<file path="src/rtl/kwdt_pkg.sv">
package kwdt_pkg;

    localparam int ADDR_W = 5;

    localparam logic [ADDR_W-1:0] OFS_CTRL    = 5'h00;
    localparam logic [ADDR_W-1:0] OFS_LEN     = 5'h04;
    localparam logic [ADDR_W-1:0] OFS_RESTART = 5'h08;
    localparam logic [ADDR_W-1:0] OFS_SWRST   = 5'h14;

    localparam logic [7:0]  CTRL_KEY    = 8'h22;
    localparam logic [4:0]  LEN_KEY     = 5'h08;
    localparam logic [31:0] RESTART_KEY = 32'h0000_1971;
    localparam logic [31:0] SWRST_KEY   = 32'h0000_1209;

    typedef struct packed {
        logic dual;
        logic irq_sel;
        logic ext_rst;
        logic en;
    } mode_t;

endpackage

</file>
<file path="src/rtl/kwdt_regs.sv">
module kwdt_regs
    import kwdt_pkg::*;
#(
    parameter int LEN_W = 11
) (
    input  logic              clk,
    input  logic              rst_n,
    input  logic              wr_en,
    input  logic [ADDR_W-1:0] addr,
    input  logic [31:0]       wdata,
    output mode_t             mode,
    output logic [LEN_W-1:0]  len,
    output logic              restart_stb,
    output logic              swrst_stb,
    output logic [31:0]       rdata
);

    typedef struct packed {
        mode_t            mode;
        logic [LEN_W-1:0] len;
    } regs_t;

    regs_t r_q, r_d;

    always_comb begin
        r_d         = r_q;
        restart_stb = 1'b0;
        swrst_stb   = 1'b0;
        if (wr_en) begin
            unique case (addr)
                OFS_CTRL: begin
                    if (wdata[31:24] == CTRL_KEY) begin
                        r_d.mode.en      = wdata[0];
                        r_d.mode.ext_rst = wdata[2];
                        r_d.mode.irq_sel = wdata[3];
                        r_d.mode.dual    = wdata[6];
                    end
                end
                OFS_LEN: begin
                    if (wdata[4:0] == LEN_KEY)
                        r_d.len = wdata[LEN_W+4:5];
                end
                OFS_RESTART: restart_stb = (wdata == RESTART_KEY);
                OFS_SWRST:   swrst_stb   = (wdata == SWRST_KEY);
                default: ;
            endcase
        end
    end

    always_comb begin
        rdata = '0;
        if (addr == OFS_CTRL) begin
            rdata[0] = r_q.mode.en;
            rdata[2] = r_q.mode.ext_rst;
            rdata[3] = r_q.mode.irq_sel;
            rdata[6] = r_q.mode.dual;
        end else if (addr == OFS_LEN) begin
            rdata[LEN_W+4:5] = r_q.len;
        end
    end

    always_ff @(posedge clk or negedge rst_n) begin
        if (!rst_n) begin
            r_q.mode <= '0;
            r_q.len  <= '1;
        end else begin
            r_q <= r_d;
        end
    end

    assign mode = r_q.mode;
    assign len  = r_q.len;

endmodule

</file>
<file path="src/rtl/kwdt_core.sv">
module kwdt_core
    import kwdt_pkg::*;
#(
    parameter int PRESC_DIV = 512,
    parameter int LEN_W     = 11
) (
    input  logic             clk,
    input  logic             rst_n,
    input  logic             ref_tick,
    input  mode_t            mode,
    input  logic [LEN_W-1:0] len,
    input  logic             restart_stb,
    output logic             irq,
    output logic             rst_req,
    output logic [LEN_W-1:0] cnt_o
);

    localparam int PRESC_W = (PRESC_DIV > 1) ? $clog2(PRESC_DIV) : 1;
    localparam logic [PRESC_W-1:0] PRESC_LAST = PRESC_W'(PRESC_DIV - 1);

    typedef struct packed {
        logic [PRESC_W-1:0] presc;
        logic [LEN_W-1:0]   cnt;
        logic               irq;
        logic               stage;
    } core_t;

    core_t c_q, c_d;

    always_comb begin
        c_d     = c_q;
        rst_req = 1'b0;
        if (restart_stb) begin
            c_d.presc = '0;
            c_d.cnt   = len;
            c_d.irq   = 1'b0;
            c_d.stage = 1'b0;
        end else if (mode.en && ref_tick) begin
            if (c_q.presc == PRESC_LAST) begin
                c_d.presc = '0;
                if (c_q.cnt <= LEN_W'(1)) begin
                    c_d.cnt = len;
                    if (!c_q.stage && (mode.irq_sel || mode.dual)) begin
                        c_d.irq   = 1'b1;
                        c_d.stage = mode.dual;
                    end else begin
                        c_d.stage = 1'b0;
                        rst_req   = mode.ext_rst;
                    end
                end else begin
                    c_d.cnt = c_q.cnt - LEN_W'(1);
                end
            end else begin
                c_d.presc = c_q.presc + PRESC_W'(1);
            end
        end
    end

    always_ff @(posedge clk or negedge rst_n) begin
        if (!rst_n) c_q <= '0;
        else        c_q <= c_d;
    end

    assign irq   = c_q.irq;
    assign cnt_o = c_q.cnt;

endmodule

</file>
<file path="src/rtl/kwdt_rstgen.sv">
module kwdt_rstgen #(
    parameter int RST_TICKS = 4
) (
    input  logic clk,
    input  logic rst_n,
    input  logic ref_tick,
    input  logic trig,
    output logic rst_o
);

    localparam int RSTC_W = $clog2(RST_TICKS + 1);

    logic [RSTC_W-1:0] left_q, left_d;

    always_comb begin
        left_d = left_q;
        if (trig)
            left_d = RSTC_W'(RST_TICKS);
        else if (ref_tick && left_q != '0)
            left_d = left_q - RSTC_W'(1);
    end

    always_ff @(posedge clk or negedge rst_n) begin
        if (!rst_n) left_q <= '0;
        else        left_q <= left_d;
    end

    assign rst_o = (left_q != '0);

endmodule

</file>
<file path="src/rtl/keyguard_wdt.sv">
module keyguard_wdt
    import kwdt_pkg::*;
#(
    parameter int PRESC_DIV = 512,
    parameter int LEN_W     = 11,
    parameter int RST_TICKS = 4
) (
    input  logic        clk,
    input  logic        rst_n,
    input  logic        ref_tick,
    input  logic        wr_en,
    input  logic [4:0]  addr,
    input  logic [31:0] wdata,
    output logic [31:0] rdata,
    output logic        wdt_irq,
    output logic        wdt_rst
);

    mode_t            mode_s;
    logic [LEN_W-1:0] len_s;
    logic [LEN_W-1:0] cnt_s;
    logic             restart_s;
    logic             swrst_s;
    logic             exp_rst_s;

    kwdt_regs #(.LEN_W(LEN_W)) u_regs (
        .clk        (clk),
        .rst_n      (rst_n),
        .wr_en      (wr_en),
        .addr       (addr),
        .wdata      (wdata),
        .mode       (mode_s),
        .len        (len_s),
        .restart_stb(restart_s),
        .swrst_stb  (swrst_s),
        .rdata      (rdata)
    );

    kwdt_core #(.PRESC_DIV(PRESC_DIV), .LEN_W(LEN_W)) u_core (
        .clk        (clk),
        .rst_n      (rst_n),
        .ref_tick   (ref_tick),
        .mode       (mode_s),
        .len        (len_s),
        .restart_stb(restart_s),
        .irq        (wdt_irq),
        .rst_req    (exp_rst_s),
        .cnt_o      (cnt_s)
    );

    kwdt_rstgen #(.RST_TICKS(RST_TICKS)) u_rstgen (
        .clk     (clk),
        .rst_n   (rst_n),
        .ref_tick(ref_tick),
        .trig    (swrst_s | exp_rst_s),
        .rst_o   (wdt_rst)
    );

endmodule

</file>
<file path="config.mk">
export PLATFORM = sky130hd
export DESIGN_NAME = keyguard_wdt
export DESIGN_NICKNAME = d
export VERILOG_FILES = /design/src/rtl/kwdt_pkg.sv /design/src/rtl/kwdt_regs.sv /design/src/rtl/kwdt_core.sv /design/src/rtl/kwdt_rstgen.sv /design/src/rtl/keyguard_wdt.sv
export SDC_FILE = /design/constraint.sdc
export NUM_CORES = 1
export LEC_CHECK = 0
export BUFFER_PORTS_ARGS = -buffer_cell sky130_fd_sc_hd__clkbuf_2
export CAP_MARGIN = 20
export CORE_MARGIN = 2
export CORE_UTILIZATION = 47
export DETAILED_ROUTE_END_ITERATION = 16
export PLACE_DENSITY_LB_ADDON = 0.1
export SLEW_MARGIN = 30
export SYNTH_ARGS = -nofsm -noshare
export SYNTH_HDL_FRONTEND = slang
export SYNTH_SLANG_ARGS = --single-unit
</file>
<file path="constraint.sdc">
create_clock -name clk -period 2.85 [get_ports clk]
set_input_delay 0.57 -clock clk [delete_from_list [all_inputs] [get_ports clk]]
set_output_delay 0.57 -clock clk [all_outputs]
set_load 0.01 [all_outputs]
</file>
==> results.json <==
{
  "r2r_start": "u_core.c_q[13]$_DFFE_PN0P_",
  "rsz0062_at_grt": "no",
  "path_clk_slew_ns": 0.08,
  "fin_skew_ns": 0.00812,
  "antenna_found_initial": 0,
  "seq_area_um2": 1010,
  "worstPathMaxFanout": 10,
  "areaGrowthSynthToFinish_pct": 16.3,
  "avgSynthCellArea_um2": 9.43,
  "rows": 26,
  "tightest_slew_ns": 0.548,
  "root_buffer": "clkbuf_8",
  "cp-startpoint": "u_core.c_q[13]$_DFFE_PN0P_",
  "grt-ovfl-total": 0,
  "start_util_pct": 48.8,
  "cts_made_buffers": 5,
  "layout-drive-gt1-share_pct": 31.8,
  "cts_resized": 0,
  "path_class": "reg2reg",
  "synth_edf_count": 0,
  "ys_top_cells_by_count": "dfrtp_1 (29), a21oi_1 (22), nor2_1 (22)",
  "fmax_mhz": 398,
  "status": "complete, no violations",
  "clock_path_buffers": 2,
  "cp_data_arrival_time_ns": 2.69,
  "io_pins": 75,
  "ctsHoldBuffers": 0,
  "hold_class": "in2async",
  "crit_required_ns": 3.03,
  "p_per_area_nw_per_um2": 402,
  "cp_slowest_cell": "dfrtp_1",
  "ys.flop_type": "dfrtp_1",
  "setup_ws_ns": 0.340,
  "cpMostUsedCell": "and3_1",
  "crit_family": "simple AND/OR/NAND/NOR gates",
  "synth_top_cell_area_share_pct": 28.9,
  "multi_input_area_um2": 1390,
  "peakVddDrop_mv": 0.208,
  "dr.pass1.iters": 4,
  "tns_ns": 0,
  "routedWlPerCell_um": 14.2,
  "place.gp.congestion": 0.827,
  "setup_viol": 0,
  "ys_warn_count": 0,
  "seq_area_frac_synth_pct": 40.4,
  "max_cap_viol_count": 0,
  "cts_tree": "built",
  "crit_path_start_kind": "flop",
  "fin_cells": 397,
  "max_stage_delay_ns": 0.39,
  "fin_nets": 373,
  "die-area_um2": 5940,
  "dp_slack_ns": 0.194,
  "port_buffers": 56,
  "synth_area_leaders": "dfrtp_1 (29%), dfstp_2 (12%), mux2_2 (7.2%)",
  "totalPowerFinal_mw": 1.17,
  "fillers": 484,
  "diodes": 0,
  "drtIter0Drc": 129,
  "die-width_um": 77.1,
  "min_period_over_period_pct": 88.1,
  "relSlewSlack_pct": 63.4,
  "yosys.area.top_type": "dfrtp_1",
  "die_y_um": 77.1,
  "cts_max_level": 2,
  "period_needed_ns": 2.51,
  "synthMostInstantiatedCell": "dfrtp_1",
  "synth_area_um2": 2510,
  "ys_types": 47,
  "leakagePower_nw": 1.40,
  "synthArstFlopShare_pct": 100,
  "post-route-drc-count": 0,
  "dp_cells": 389,
  "grt_pass1_vias": 2026,
  "yosys_register_bits": 40,
  "syn_inst": 266,
  "grt_max_degree": 41,
  "setup.worst_path.end_class": "flop",
  "worstPathCellList": "ha_1 > and3_1 > and3_1 > ha_1 > and3_1 > nand3_1 > o21a_4 > o22a_1",
  "coreArea_um2": 5140,
  "clock-sinks": 40,
  "track_usage_pct": 20.0,
  "routed_wl_mm": 5.63,
  "finalHoldViolCount": 0,
  "grt_pass1_wl_mm": 9.67,
  "cts_setup_buffers": 0,
  "drtAntennaViolNets": 0,
  "path_buf_inv": 0,
  "post-dp-hpwl_mm": 4.37,
  "slew_violations": 0,
  "clkLatencyLatePin_ns": 0.29,
  "via_count": 2172,
  "whs_ns": 0.281,
  "via_per_inst": 5.47
}
-- flip-flops by register name, indices dropped and copies added (netlist names) --
register	flops
u_regs.len	11
u_core.cnt_o	11
u_rstgen.left_q	3
u_core.c_q	10
u_regs.mode	4
u_core.irq	1
-- layout by cell type, fill, tap and decap left out, types with 2 or more instances in the layout --
cell type / count
nand2b_1: 2
clkbuf_1: 2
clkbuf_2: 55
dfrtp_1: 29
or3_1: 3
o21ai_0: 10
nand3_1: 10
ha_1: 6
clkbuf_8: 6
o22a_1: 2
dfstp_2: 11
nor2_1: 22
conb_1: 18
nand4_1: 10
or4_4: 2
and4b_1: 2
buf_4: 5
nor3_1: 7
a21oi_1: 22
and2_1: 13
a31oi_1: 3
and3_1: 7
nand2_1: 10
nor4b_1: 4
nand3b_1: 3
nor4_1: 7
o2bb2ai_1: 6
inv_1: 5
o21bai_1: 2
nor3b_1: 7
or3b_2: 2
mux2_2: 16
-- final timing paths --
path / to / slack [ns] / cells past startpoint
max in group asynchronous: u_regs.len[5]$_DFFE_PN1P_ / 2.18 / 1
worst max register to register: u_core.cnt_o[3]$_DFFE_PN0P_ / 0.34 / 8
worst max-delay path: u_core.cnt_o[3]$_DFFE_PN0P_ / 0.34 / 8
min in group clk: u_core.irq$_DFFE_PN0P_ / 0.50 / 2
worst min-delay path: u_core.c_q[19]$_DFFE_PN0P_ / 0.28 / 1
worst min register to register: u_core.irq$_DFFE_PN0P_ / 0.50 / 2
-- area by class of cell --
cell class | count | share of cell area, %
Multi-Input combinational cell | 213 | 47.5
Sequential cell | 40 | 34.8
Timing Repair Buffer | 61 | 11.0
Clock buffer | 8 | 3.09
Tap cell | 70 | 3.00
Inverter | 5 | 0.644
-- power breakdown --
group | internal [mW] | total (mW) | switching, mW
combinational | 0.0768 | 0.181 | 0.104
clock | 0.198 | 0.388 | 0.190
sequential | 0.594 | 0.605 | 0.0111
total | 0.869 | 1.17 | 0.305
-- metrics by stage --
stage	util, %	instance area [um2]
6_report	56.7	2920
5_1_grt	56.7	2920
4_1_cts	56.6	2910
3_5_place_dp	54.9	2820
3_3_place_gp	54.8	2820
2_1_floorplan	-	2570
-- cell families (layout without fill, tap and decap cells) --
group	Yosys count	after routing	synth area share [%]
multiplexers	17	17	7.58
adder cells (fa/ha/maj)	6	6	2.99
AND/OR/NAND/NOR	117	117	27.3
buffers and inverters	30	74	7.33
XOR/XNOR	2	2	0.698
flip-flops	40	40	40.4
AO/OA/AOI/OAI	53	53	13.5
other	1	18	0.149
-- metal layers --
layer  share of wire [%]  routed length, um  up-vias  global-route usage, %
met4                 1.1                 63        0                   5.18
met2                  46               2570       82                   32.1
met1                  47               2670     1013                   28.0
met3                 5.8                329        7                   3.65
met5                   0                  0        -                      0
li1                    -                  -     1070                      -
Power figures use the tool's default switching activity.
